**config.mk**
```make
export PLATFORM = sky130hd
export DESIGN_NAME = dp_collision_arbiter
export DESIGN_NICKNAME = d
export VERILOG_FILES = /design/src/rtl/dp_arb_pkg.sv /design/src/rtl/dp_port_tracker.sv /design/src/rtl/dp_grant_ctrl.sv /design/src/rtl/dp_port_gate.sv /design/src/rtl/dp_collision_arbiter.sv
export SDC_FILE = /design/constraint.sdc
export NUM_CORES = 1
export LEC_CHECK = 0
export BUFFER_PORTS_ARGS = -buffer_cell sky130_fd_sc_hd__buf_4
export CAP_MARGIN = 30
export CORE_ASPECT_RATIO = 1.75
export CORE_MARGIN = 3
export CORE_UTILIZATION = 45
export DETAILED_ROUTE_END_ITERATION = 10
export PLACE_DENSITY = 0.81
export SLEW_MARGIN = 20
export SYNTH_ARGS = -nofsm -noshare
export SYNTH_HDL_FRONTEND = slang
export SYNTH_SLANG_ARGS = --single-unit
```
**constraint.sdc**
```tcl
create_clock -name clk -period 1.6 [get_ports clk]
set_clock_uncertainty 0.05 [all_clocks]
set_input_delay 0.16 -clock clk [delete_from_list [all_inputs] [get_ports clk]]
set_output_delay 0.16 -clock clk [all_outputs]
set_load 0.02 [all_outputs]
```
**src/rtl/dp_arb_pkg.sv**
```systemverilog
package dp_arb_pkg;
  localparam int unsigned ADDR_W_DEF = 13;
  localparam int unsigned N_PORTS    = 2;
  localparam int unsigned P_LEFT     = 0;
  localparam int unsigned P_RIGHT    = 1;

  typedef enum logic [1:0] {
    OWN_NONE  = 2'd0,
    OWN_LEFT  = 2'd1,
    OWN_RIGHT = 2'd2
  } owner_e;
endpackage

```
**src/rtl/dp_port_tracker.sv**
```systemverilog
// Remembers last cycle's enable/address of one port and reports whether the
// current request is a continuation (held) or a fresh arrival.
module dp_port_tracker #(
  parameter int unsigned ADDR_W = 13
) (
  input  logic              clk,
  input  logic              rst_n,
  input  logic              en,
  input  logic [ADDR_W-1:0] addr,
  output logic              held
);
  logic              en_q;
  logic [ADDR_W-1:0] addr_q;

  always_ff @(posedge clk) begin
    if (!rst_n) begin
      en_q   <= 1'b0;
      addr_q <= '0;
    end else begin
      en_q   <= en;
      addr_q <= addr;
    end
  end

  assign held = en && en_q && (addr_q == addr);

  // a fresh enable can never be reported as held
  p_fresh_not_held_r2: assert property (@(posedge clk) disable iff (!rst_n)
    $rose(en) |-> !held);
endmodule

```
**src/rtl/dp_grant_ctrl.sv**
```systemverilog
// Decides which port owns a colliding address and keeps that ownership.
module dp_grant_ctrl
  import dp_arb_pkg::*;
(
  input  logic   clk,
  input  logic   rst_n,
  input  logic   master,
  input  logic   match,
  input  logic   l_held,
  input  logic   r_held,
  output owner_e grant
);
  owner_e owner_q;

  always_comb begin
    grant = OWN_NONE;
    if (master && match) begin
      if (owner_q == OWN_LEFT && l_held)        grant = OWN_LEFT;
      else if (owner_q == OWN_RIGHT && r_held)  grant = OWN_RIGHT;
      else if (l_held && !r_held)               grant = OWN_LEFT;
      else if (r_held && !l_held)               grant = OWN_RIGHT;
      else                                      grant = OWN_LEFT; // tie
    end
  end

  always_ff @(posedge clk) begin
    if (!rst_n) owner_q <= OWN_NONE;
    else        owner_q <= grant;
  end

  // an owner that stays held keeps the grant
  p_hold_owner_r5: assert property (@(posedge clk) disable iff (!rst_n)
    (master && match && owner_q == OWN_RIGHT && r_held) |-> grant == OWN_RIGHT);
  // both new -> left wins
  p_tie_left_r3: assert property (@(posedge clk) disable iff (!rst_n)
    (master && match && !l_held && !r_held) |-> grant == OWN_LEFT);
  // held beats new when nobody owns yet
  p_earlier_wins_r2: assert property (@(posedge clk) disable iff (!rst_n)
    (master && match && owner_q == OWN_NONE && r_held && !l_held) |-> grant == OWN_RIGHT);
endmodule

```
**src/rtl/dp_port_gate.sv**
```systemverilog
// Applies the effective busy of one port to its write strobe and read flag.
module dp_port_gate (
  input  logic clk,
  input  logic rst_n,
  input  logic slave,
  input  logic en,
  input  logic we,
  input  logic local_busy,
  input  logic ext_busy_n,
  output logic mem_we,
  output logic rd_unsafe
);
  logic busy_eff;

  assign busy_eff  = slave ? !ext_busy_n : local_busy;
  assign mem_we    = en && we && !busy_eff;
  assign rd_unsafe = en && !we && busy_eff;

  // no strobe without enable
  p_no_we_idle_r8: assert property (@(posedge clk) disable iff (!rst_n)
    !en |-> !mem_we);
  // flag only on reads
  p_flag_read_only_r7: assert property (@(posedge clk) disable iff (!rst_n)
    rd_unsafe |-> (en && !we && !mem_we));
endmodule

```
**src/rtl/dp_collision_arbiter.sv**
```systemverilog
module dp_collision_arbiter
  import dp_arb_pkg::*;
#(
  parameter int unsigned ADDR_W = ADDR_W_DEF
) (
  input  logic              clk,
  input  logic              rst_n,
  input  logic              slave_mode,
  input  logic              l_en,
  input  logic [ADDR_W-1:0] l_addr,
  input  logic              l_we,
  input  logic              r_en,
  input  logic [ADDR_W-1:0] r_addr,
  input  logic              r_we,
  input  logic              busy_in_l_n,
  input  logic              busy_in_r_n,
  output logic              busy_l_n,
  output logic              busy_r_n,
  output logic              mem_we_l,
  output logic              mem_we_r,
  output logic              rd_unsafe_l,
  output logic              rd_unsafe_r
);
  logic [N_PORTS-1:0] en_v, we_v, held_v, lbusy_v, ext_n_v, mwe_v, unsafe_v;
  logic [ADDR_W-1:0]  addr_v [N_PORTS];
  logic               match;
  owner_e             grant;

  assign en_v[P_LEFT]     = l_en;
  assign en_v[P_RIGHT]    = r_en;
  assign we_v[P_LEFT]     = l_we;
  assign we_v[P_RIGHT]    = r_we;
  assign addr_v[P_LEFT]   = l_addr;
  assign addr_v[P_RIGHT]  = r_addr;
  assign ext_n_v[P_LEFT]  = busy_in_l_n;
  assign ext_n_v[P_RIGHT] = busy_in_r_n;

  assign match = l_en && r_en && (l_addr == r_addr);

  generate
    for (genvar p = 0; p < N_PORTS; p++) begin : g_port
      dp_port_tracker #(.ADDR_W(ADDR_W)) u_trk (
        .clk  (clk),
        .rst_n(rst_n),
        .en   (en_v[p]),
        .addr (addr_v[p]),
        .held (held_v[p])
      );
      dp_port_gate u_gate (
        .clk       (clk),
        .rst_n     (rst_n),
        .slave     (slave_mode),
        .en        (en_v[p]),
        .we        (we_v[p]),
        .local_busy(lbusy_v[p]),
        .ext_busy_n(ext_n_v[p]),
        .mem_we    (mwe_v[p]),
        .rd_unsafe (unsafe_v[p])
      );
    end
  endgenerate

  dp_grant_ctrl u_grant (
    .clk   (clk),
    .rst_n (rst_n),
    .master(!slave_mode),
    .match (match),
    .l_held(held_v[P_LEFT]),
    .r_held(held_v[P_RIGHT]),
    .grant (grant)
  );

  assign lbusy_v[P_LEFT]  = (grant == OWN_RIGHT);
  assign lbusy_v[P_RIGHT] = (grant == OWN_LEFT);

  assign busy_l_n    = !lbusy_v[P_LEFT];
  assign busy_r_n    = !lbusy_v[P_RIGHT];
  assign mem_we_l    = mwe_v[P_LEFT];
  assign mem_we_r    = mwe_v[P_RIGHT];
  assign rd_unsafe_l = unsafe_v[P_LEFT];
  assign rd_unsafe_r = unsafe_v[P_RIGHT];

  // busy is never low on both sides
  p_never_both_busy_r3: assert property (@(posedge clk) disable iff (!rst_n)
    (busy_l_n || busy_r_n));
  // without a collision nothing is busy
  p_no_collision_idle_r1: assert property (@(posedge clk) disable iff (!rst_n)
    !(l_en && r_en && l_addr == r_addr) |-> (busy_l_n && busy_r_n));
  // the busy side never writes in master mode
  p_loser_no_write_r4: assert property (@(posedge clk) disable iff (!rst_n)
    (!slave_mode && (!busy_l_n || !busy_r_n)) |-> !(mem_we_l && !busy_l_n) && !(mem_we_r && !busy_r_n));
  // slave mode keeps busy outputs inactive
  p_slave_outputs_high_r6: assert property (@(posedge clk) disable iff (!rst_n)
    slave_mode |-> (busy_l_n && busy_r_n));
endmodule

```
==> impl_metrics.tcl <==
set metrics [dict create \
    status "finished, violations left" \
    violations "negative setup slack" \
    setup_viol 7 \
    path_clk_slew_ns 0.06 \
    critPathMaxStageDelay_ns 0.58 \
    power_density_nw_per_um2 882 \
    critical_path_class "reg2out" \
    max_slew_margin_pct 78.6 \
    place_area_um2 1780 \
    cts_made_buffers 5 \
    vias 1074 \
    fillers 216 \
    synth_seq_area_share_pct 44.2 \
    ys_types 23 \
    grt-ovfl-total 0 \
    layout_common_cells "buf_4 (44), xnor2_1 (30), and2_1 (27)" \
    netlist_instances 131 \
    drtAntennaViolNets 0 \
    hp-class "in2reg" \
    gp_congestion 0.739 \
    seq_power_share_pct 46.4 \
    ctsHoldBuffers 0 \
    fin_crit_sh_pct 135 \
    grt_pass1_vias 1102 \
    die_w_um 47.5 \
    root_buffer "clkbuf_8" \
    grt_max_degree 30 \
    stdcell_area_um2 1970 \
    synth_edf_count 0 \
    rsz0062_at_grt "true" \
    path_cells "xnor2_2 > nand4_1 > or4_4 > o21bai_4 > and4_4 > buf_6" \
    dr.first_iter.drc_count 17 \
    cts_max_path_buffers 2 \
    max-cap-violations 0 \
    ios 41 \
    async_flop_share_pct 0 \
    avgSynthCellArea_um2 10.4 \
    maxSlewViolCount 0 \
    via_per_inst 5.04 \
    clk-insertion-delay-late_ns 0.29 \
    regArea_um2 609 \
    syn_to_final_growth_pct 45.3 \
    hold_depth 2 \
    htreeDepth 2 \
    layout_setup_ws_ns -0.560 \
    crit_required_ns 1.39 \
    layout_commonest_cell "buf_4" \
    grt_pass1_wl_mm 4.82 \
    syn-cell-area_um2 1360 \
    reg2reg_setup_slack_ns -0.05 \
    min_from "r_addr[10]" \
    grtUsageTotal_pct 19.0 \
    die_h_um 78.7 \
    clkPwrFrac_pct 36.4 \
    tritoncts "done" \
    port_buffers 40 \
    antenna_cells 0 \
    fin_crit_ns 2.16 \
    fmax_ghz 0.463 \
    final_net_count 220 \
    num_rows 25 \
    pre_cts_slack_ns -0.348 \
    synth_nets 166 \
    switching_share_pct 24.6 \
    power_frac_comb_pct 17.3 \
    crit_fanout 3 \
    rr_endpoint "u_grant.owner_q[0]$_SDFF_PN0_" \
    worst_pin_slew_ns 0.321 \
    dieArea_um2 3740 \
    synth_warnings 0 \
    r2r_start "g_port[1].u_trk.addr_q[7]$_SDFF_PN0_" \
    cts_num_sinks 30 \
    crit_path_start_kind "flip-flop" \
    ys.flop_type "dfxtp_1" \
    cts_setup_buffers 0 \
    finalWirelength_mm 3.16 \
    holdPathEnd "g_port[1].u_trk.addr_q[10]$_SDFF_PN0_" \
    ir_drop_mv 0.733 \
    post_drt_wl_per_cell_um 14.9 \
    multi_input_area_um2 821 \
    p_int_w 0.00131 \
    p_leak_nw 0.812 \
    holdWs_ns 0.0585 \
    cp-end-kind "primary output" \
    drive_gt1_share_pct 45.2 \
    antenna_found_initial 0 \
    hold_violations 0 \
    drc 0 \
    dr.pass1.iters 3 \
    worst_path_max_delay_cell "or4_4" \
    p_sw_w 0.000428 \
    reg2regPathDepth 6 \
    coreArea_um2 2780 \
    arrival_ns 1.95 \
    start_util_pct 48.8 \
    ys_ff_latch 30 \
]
## power by group through the flow
stage | clock [W] | sequential [W] | combinational, W
after global routing | 0.000695 | 0.000810 | 0.000325
after CTS | 0.000652 | 0.000804 | 0.000295
after global placement | 0 | 0.000816 | 0.000269
final | 0.000632 | 0.000807 | 0.000300
after detailed placement | 0 | 0.000817 | 0.000278
after floorplan | 0 | 0.000814 | 0.000141
## cells by family after synthesis
kind of cell	count (synthesis)	synth area share, %
simple gates	51	25.5
buf+inv	7	1.94
xor+xnor	39	25.2
compound gates	4	3.13
flops	30	44.2
## sequential cells by signal, indices dropped and copies added, names as in the netlist
| signal | count |
|---|---|
| u_grant.owner_q | 2 |
| g_port.u_trk.addr_q | 26 |
| g_port.u_trk.en_q | 2 |
## cell type report
type                    count  share of cell area, %
clock inverters             2                  0.635
flip-flops and latches     30                   30.9
multi-input cells          94                   41.6
inverters                   4                  0.761
repair buffers             50                   20.2
well taps                  27                   1.71
clock buffers               6                   4.19
## layer usage
layer,up-vias,track usage (%),wire length [µm]
li1,535,-,-
met1,494,17.7,1050
met2,33,32.8,1810
met3,12,6.42,184
met4,0,11.1,116
met5,-,0,0
## repair_timing
action	4_1_cts	5_1_grt
pin swaps	2	2
resized for setup	14	9
endpoints found under the setup margin	8	8
## synth_stat cells, types with 2 or more instances
library cell,count,area [µm²]
dfxtp_1,30,601
clkbuf_1,3,11.3
xnor2_1,39,342
and2_1,27,169
or4_4,2,22.5
nand4_1,9,56.3
inv_1,4,15.0
nand2b_1,2,12.5
## worst max path at each step
| stage | startpoint | endpoint | depth (start not counted) | slack, ns |
|---|---|---|---|---|
| detailed placement | l_addr[1] | mem_we_l | 8 | -0.35 |
| CTS | g_port[1].u_trk.addr_q[9]$_SDFF_PN0_ | mem_we_r | 6 | -0.55 |
| global route | g_port[0].u_trk.addr_q[4]$_SDFF_PN0_ | rd_unsafe_r | 7 | -0.63 |
| finish | g_port[1].u_trk.addr_q[7]$_SDFF_PN0_ | mem_we_r | 6 | -0.56 |
| floorplan | g_port[1].u_trk.addr_q[9]$_SDFF_PN0_ | mem_we_r | 5 | -0.19 |
| global placement | l_addr[1] | mem_we_l | 8 | -0.30 |
## worst max-delay path, delay by kind of cell (launching register included)
family | cells | cell delay [ns]
simple gates | 3 | 0.93
xor+xnor | 1 | 0.14
buf+inv | 1 | 0.11
flops | 1 | 0.33
compound gates | 1 | 0.16
## through the flow
step / std cells / utilization [%] / setup TNS, ns / total power [W]
2_1_floorplan: 131 / - / -0.519 / 0.000955
3_3_place_gp: 205 / 63.8 / -1.63 / 0.00108
3_5_place_dp: 205 / 63.8 / -1.94 / 0.00110
4_1_cts: 213 / 69.6 / -3.14 / 0.00175
5_1_grt: 213 / 70.8 / -3.86 / 0.00183
6_report: 213 / 70.8 / -3.13 / 0.00174
(Power assumes the default switching activity.)
